==> config.mk <==
export PLATFORM = sky130hd
export DESIGN_NAME = tx_char_counter
export DESIGN_NICKNAME = d
export VERILOG_FILES = /design/src/rtl/tcc_pkg.sv /design/src/rtl/tcc_ctrl.sv /design/src/rtl/tcc_datapath.sv /design/src/rtl/tx_char_counter.sv
export SDC_FILE = /design/constraint.sdc
export NUM_CORES = 1
export LEC_CHECK = 0
export BUFFER_PORTS_ARGS = -buffer_cell sky130_fd_sc_hd__buf_4
export CAP_MARGIN = 20
export CORE_MARGIN = 10
export CORE_UTILIZATION = 30
export DETAILED_ROUTE_END_ITERATION = 10
export PLACE_DENSITY_LB_ADDON = 0.3
export SETUP_SLACK_MARGIN = 0.3
export SYNTH_ARGS = -nofsm -noshare
export SYNTH_HDL_FRONTEND = slang
export SYNTH_SLANG_ARGS = --single-unit
export TNS_END_PERCENT = 100
==> constraint.sdc <==
create_clock -name clk -period 2.02 [get_ports clk]
set_input_delay 0 -clock clk [delete_from_list [all_inputs] [get_ports clk]]
set_output_delay 0 -clock clk [all_outputs]
set_load 0.05 [all_outputs]
==> src/rtl/tcc_pkg.sv <==
package tcc_pkg;
  // control -> datapath strobes
  typedef struct packed {
    logic load;
    logic dec;
  } tccStrobes_t;
endpackage

==> src/rtl/tcc_ctrl.sv <==
module tcc_ctrl
  import tcc_pkg::*;
(
  input  logic        clk,
  input  logic        rstN,
  input  logic        frameStart,
  input  logic        charWr,
  input  logic        limitZero,
  input  logic        countAtOne,
  output tccStrobes_t strobes,
  output logic        active,
  output logic        frameComplete,
  output logic        lastChar
);
  always_comb begin
    strobes.load = frameStart;
    strobes.dec  = charWr && active && !frameStart;
    lastChar     = strobes.dec && countAtOne;
  end

  always_ff @(posedge clk) begin
    if (!rstN) begin
      active        <= 1'b0;
      frameComplete <= 1'b0;
    end else if (frameStart) begin
      active        <= !limitZero;
      frameComplete <= 1'b0;
    end else if (lastChar) begin
      active        <= 1'b0;
      frameComplete <= 1'b1;
    end
  end
endmodule

==> src/rtl/tcc_datapath.sv <==
module tcc_datapath
  import tcc_pkg::*;
#(
  parameter int W = 16
) (
  input  logic        clk,
  input  logic        rstN,
  input  logic        limitWrEn,
  input  logic [W-1:0] limitWrData,
  input  tccStrobes_t strobes,
  output logic [W-1:0] limitQ,
  output logic [W-1:0] count,
  output logic        limitZero,
  output logic        countAtOne
);
  localparam logic [W-1:0] One = W'(1);

  always_ff @(posedge clk) begin
    if (!rstN) begin
      limitQ <= '0;
      count  <= '0;
    end else begin
      if (limitWrEn) limitQ <= limitWrData;
      if (strobes.load)     count <= limitQ;
      else if (strobes.dec) count <= count - One;
    end
  end

  assign limitZero  = (limitQ == '0);
  assign countAtOne = (count == One);
endmodule

==> src/rtl/tx_char_counter.sv <==
module tx_char_counter
  import tcc_pkg::*;
#(
  parameter int W = 16
) (
  input  logic         clk,
  input  logic         rstN,
  input  logic         limitWrEn,
  input  logic [W-1:0] limitWrData,
  input  logic         frameStart,
  input  logic         charWr,
  output logic [W-1:0] limitQ,
  output logic [W-1:0] count,
  output logic         active,
  output logic         lastChar,
  output logic         frameComplete
);
  tccStrobes_t strobes;
  logic limitZero, countAtOne;

  tcc_ctrl u_ctrl (
    .clk(clk), .rstN(rstN), .frameStart(frameStart), .charWr(charWr),
    .limitZero(limitZero), .countAtOne(countAtOne), .strobes(strobes),
    .active(active), .frameComplete(frameComplete), .lastChar(lastChar)
  );

  tcc_datapath #(.W(W)) u_dp (
    .clk(clk), .rstN(rstN), .limitWrEn(limitWrEn), .limitWrData(limitWrData),
    .strobes(strobes), .limitQ(limitQ), .count(count),
    .limitZero(limitZero), .countAtOne(countAtOne)
  );
endmodule

==> metrics <==
diode insertion count for antenna repair 0; cell taking the most area after synthesis dfxtp_1; post-route cell area 0.00256 sq mm; highest fanout seen on the critical path 7; total negative setup slack 0 ns; number of cells on the worst reg-to-reg path 5; drt wl/cell 15.1 microns; headroom to the max-slew limit 0.775; leakage power 0.00109 uW; synthesis-stage register bit count 34; DR pass1 iterations 4; IR drop worst, VDD 0.371 mV; layout cell share with drive strength beyond 1 0.378; most repeated cell in the gate-level netlist after synthesis dfxtp_1; maximum root-to-sink buffer count 2; first-pass GRT wire length 7940 microns; proportion of synthesized chip area in sequential cells 0.400; Chip Height 95.3 microns; Final #Nets 273; global placer's final weighted congestion 0.753; end point of the worst hold path u_dp.count[5]; internal power consumption 1300 uW; Routed Wire Length 4880 microns; clock slew seen by the registers of the worst setup and hold paths 0.07 ns; required time worst endpoint 2.19 ns; synthesized instance count 175; DP Area 0.00221 sq mm; number of top-level design ports 56; number of stages on the worst hold path 2; later-pin clock latency in the skew report 0.28 ns; fraction of the cycle the final worst path needs 0.872; Tot GR Track Use 0.110; count of final max-slew check failures 0; Area contributors post-synth dfxtp_1 (40%), mux2i_1 (10%), nor2b_1 (7.4%); via total after detailed routing 1,555; Detailed Place HPWL 3540 microns; Total Die Area 0.00908 sq mm; core footprint 0.00551 sq mm; max-cap viol count 0; initial antenna violation count 0; post-synth net total 198; ys flop type dfxtp_1; # fillers 535; most frequent cells after synthesis dfxtp_1 (34), nor2b_1 (20), mux2i_1 (17), o21ai_0 (11), a21oi_1 (10); post-synthesis to final-layout area growth 50.7%; initial core utilization 0.309; switching power share of the total 0.321; detailed router's first-iteration violation count 90; unrepaired setup endpoints after global routing true; final worst path period need 1.76 ns; TritonCTS clock tree built; final hold violation count 0; die width 95.3 microns; total setup violations reported at the end of the flow 0; residual antenna-violating net count after detailed routing 0; Sequential Power Share 0.400; status completed; Clock Skew 0.00676 ns; endpoint of the most critical register-to-register path u_dp.count[15]; count of clock tree sinks 34; startpoint of the most critical hold path rstN; Tightest Hold Check Type in2reg; area fraction of the dominant cell type after synthesis 0.400; post-synthesis area per instance 9.72 sq um; # H-tree levels 2; total power per unit cell area 747 mW/mm^2; Net Switching 615 uW; proportion of register bits with asynchronous set or reset after synthesis 0; transition time of the tightest slew-check pin 0.334 ns; nature of the critical path startpoint flip-flop; Fmax 568 MHz; pin count of the biggest net entering global routing 35; total CTS buffers 5; count of distinct cell types in the synthesized netlist 35; Post-route DRC 0; Syn Std Cell Area 0.00170 sq mm; start-to-end type of the worst setup path reg2reg; overall overflow remaining after global route 0; number of standard-cell rows in the floorplan 27; Worst Path Arrival 1.93 ns; r2r startpoint u_dp.count[5]; number of synthesized flops with an enable pin 0; count of buffers inserted at the top-level ports 55; clock share of power 0.319; drt via density 4.81; number of synthesis warnings 0; CP Capture Type flip-flop; CTS Root Cell clkbuf_8; Worst R2R Setup Slack 0.26 ns; number of global-route vias before repair 1,564; relative contribution of combinational cells to total power 0.282
## final cells by class
type | count | area [sq um] | share of cell area
inverter | 3 | 11.3 | 0.00439
sequential | 34 | 696 | 0.271
clock buffer | 7 | 76.3 | 0.0298
tap | 72 | 90.1 | 0.0351
timing repair buffer | 78 | 642 | 0.250
clock inverter | 1 | 30.0 | 0.0117
multi-input combinational | 128 | 1020 | 0.398
## state kept, by name, indices dropped and copies added (netlist names)
signal,count
u_dp.limitQ,16
u_dp.count,16
u_ctrl.frameComplete,1
u_ctrl.active,1
## power by group through the flow
| stage | Sequential (uW) | Clock (uW) | Combinational, uW |
|---|---|---|---|
| global route | 775 | 650 | 576 |
| CTS | 767 | 625 | 523 |
| finish | 766 | 611 | 540 |
| detailed placement | 781 | 0 | 476 |
| global placement | 780 | 0 | 475 |
| floorplan | 914 | 0 | 202 |
## how the worst max path moves through the flow
stage,start,endpoint,cells after the start
finish,u_dp.count[5],u_dp.count[15],5
global route,u_dp.count[5],u_dp.count[12],5
CTS,u_dp.count[2],u_dp.count[12],5
detailed placement,u_dp.count[3],u_dp.count[15],4
global placement,u_dp.count[3],u_dp.count[15],4
floorplan,u_dp.count[3],u_dp.count[15],5
## stage by stage
stage | hold slack, ns | util | total power [uW] | instances | worst slack (ns)
after CTS | 0.0977 | 0.455 | 1920 | 320 | 0.255
after global routing | 0.118 | 0.466 | 2000 | 323 | 0.175
after global placement | 0.258 | 0.401 | 1250 | 294 | 0.314
final | 0.105 | 0.466 | 1920 | 323 | 0.258
after detailed placement | 0.266 | 0.401 | 1260 | 294 | 0.291
after floorplan | 0.150 | - | 1120 | 175 | 0.284
## cell families after synthesis
kind of cell / after synthesis / synth area share
AOI/OAI and AO/OA: 30 / 0.110
DFF: 34 / 0.400
xor gates and xnor gates: 10 / 0.0515
adders and majority gates: 2 / 0.0147
muxes: 17 / 0.100
and+or+nand+nor: 69 / 0.290
buffers and inverters: 13 / 0.0338
## worst max-delay path, cell delays in order (launching register included)
cell     delay [ns]
dfxtp_2        0.34
or4_4          0.58
buf_12         0.17
nor4_4         0.27
and4_1         0.25
nor3_2         0.04
## layout by cell type, fill, tap and decap left out, drive strengths merged
| cell | instances |
|---|---|
| buf | 62 |
| dfxtp | 34 |
| nor2b | 20 |
| mux2i | 17 |
| dlygate4sd3 | 16 |
| o21ai | 11 |
| a21oi | 10 |
| nor4 | 10 |
| xnor2 | 8 |
| nor2 | 8 |
| nor3 | 8 |
| clkbuf | 7 |
| o211a | 4 |
| or3 | 4 |
| nand2 | 3 |
| inv | 3 |
| or4 | 3 |
| nand3 | 2 |
| or2 | 2 |
| xor2 | 2 |
| and4 | 2 |
| o221ai | 2 |
| a211oi | 2 |
| ha | 2 |
| nor3b | 1 |
| nand4 | 1 |
| nand4bb | 1 |
| nand2b | 1 |
| and2 | 1 |
| a311oi | 1 |
| nand4b | 1 |
| and3 | 1 |
| bufinv | 1 |
## layer usage
metal | share of wire | vias up | wire length (microns) | global-route usage
met3 | 0.075 | 5 | 365 | 0.0440
met4 | 0.010 | 0 | 51 | 0.0362
met2 | 0.46 | 36 | 2230 | 0.168
li1 | - | 783 | - | -
met1 | 0.46 | 731 | 2230 | 0.137
met5 | 0 | - | 0 | 0
## repair_timing
action	CTS	global route
hold buffers	16	0
pin swaps	2	12
setup buffers	2	3
gates resized for setup	2	6
setup endpoints to repair	3	10
endpoints found under the hold margin	16	0
No activity file was read; power rests on OpenSTA's default activity.
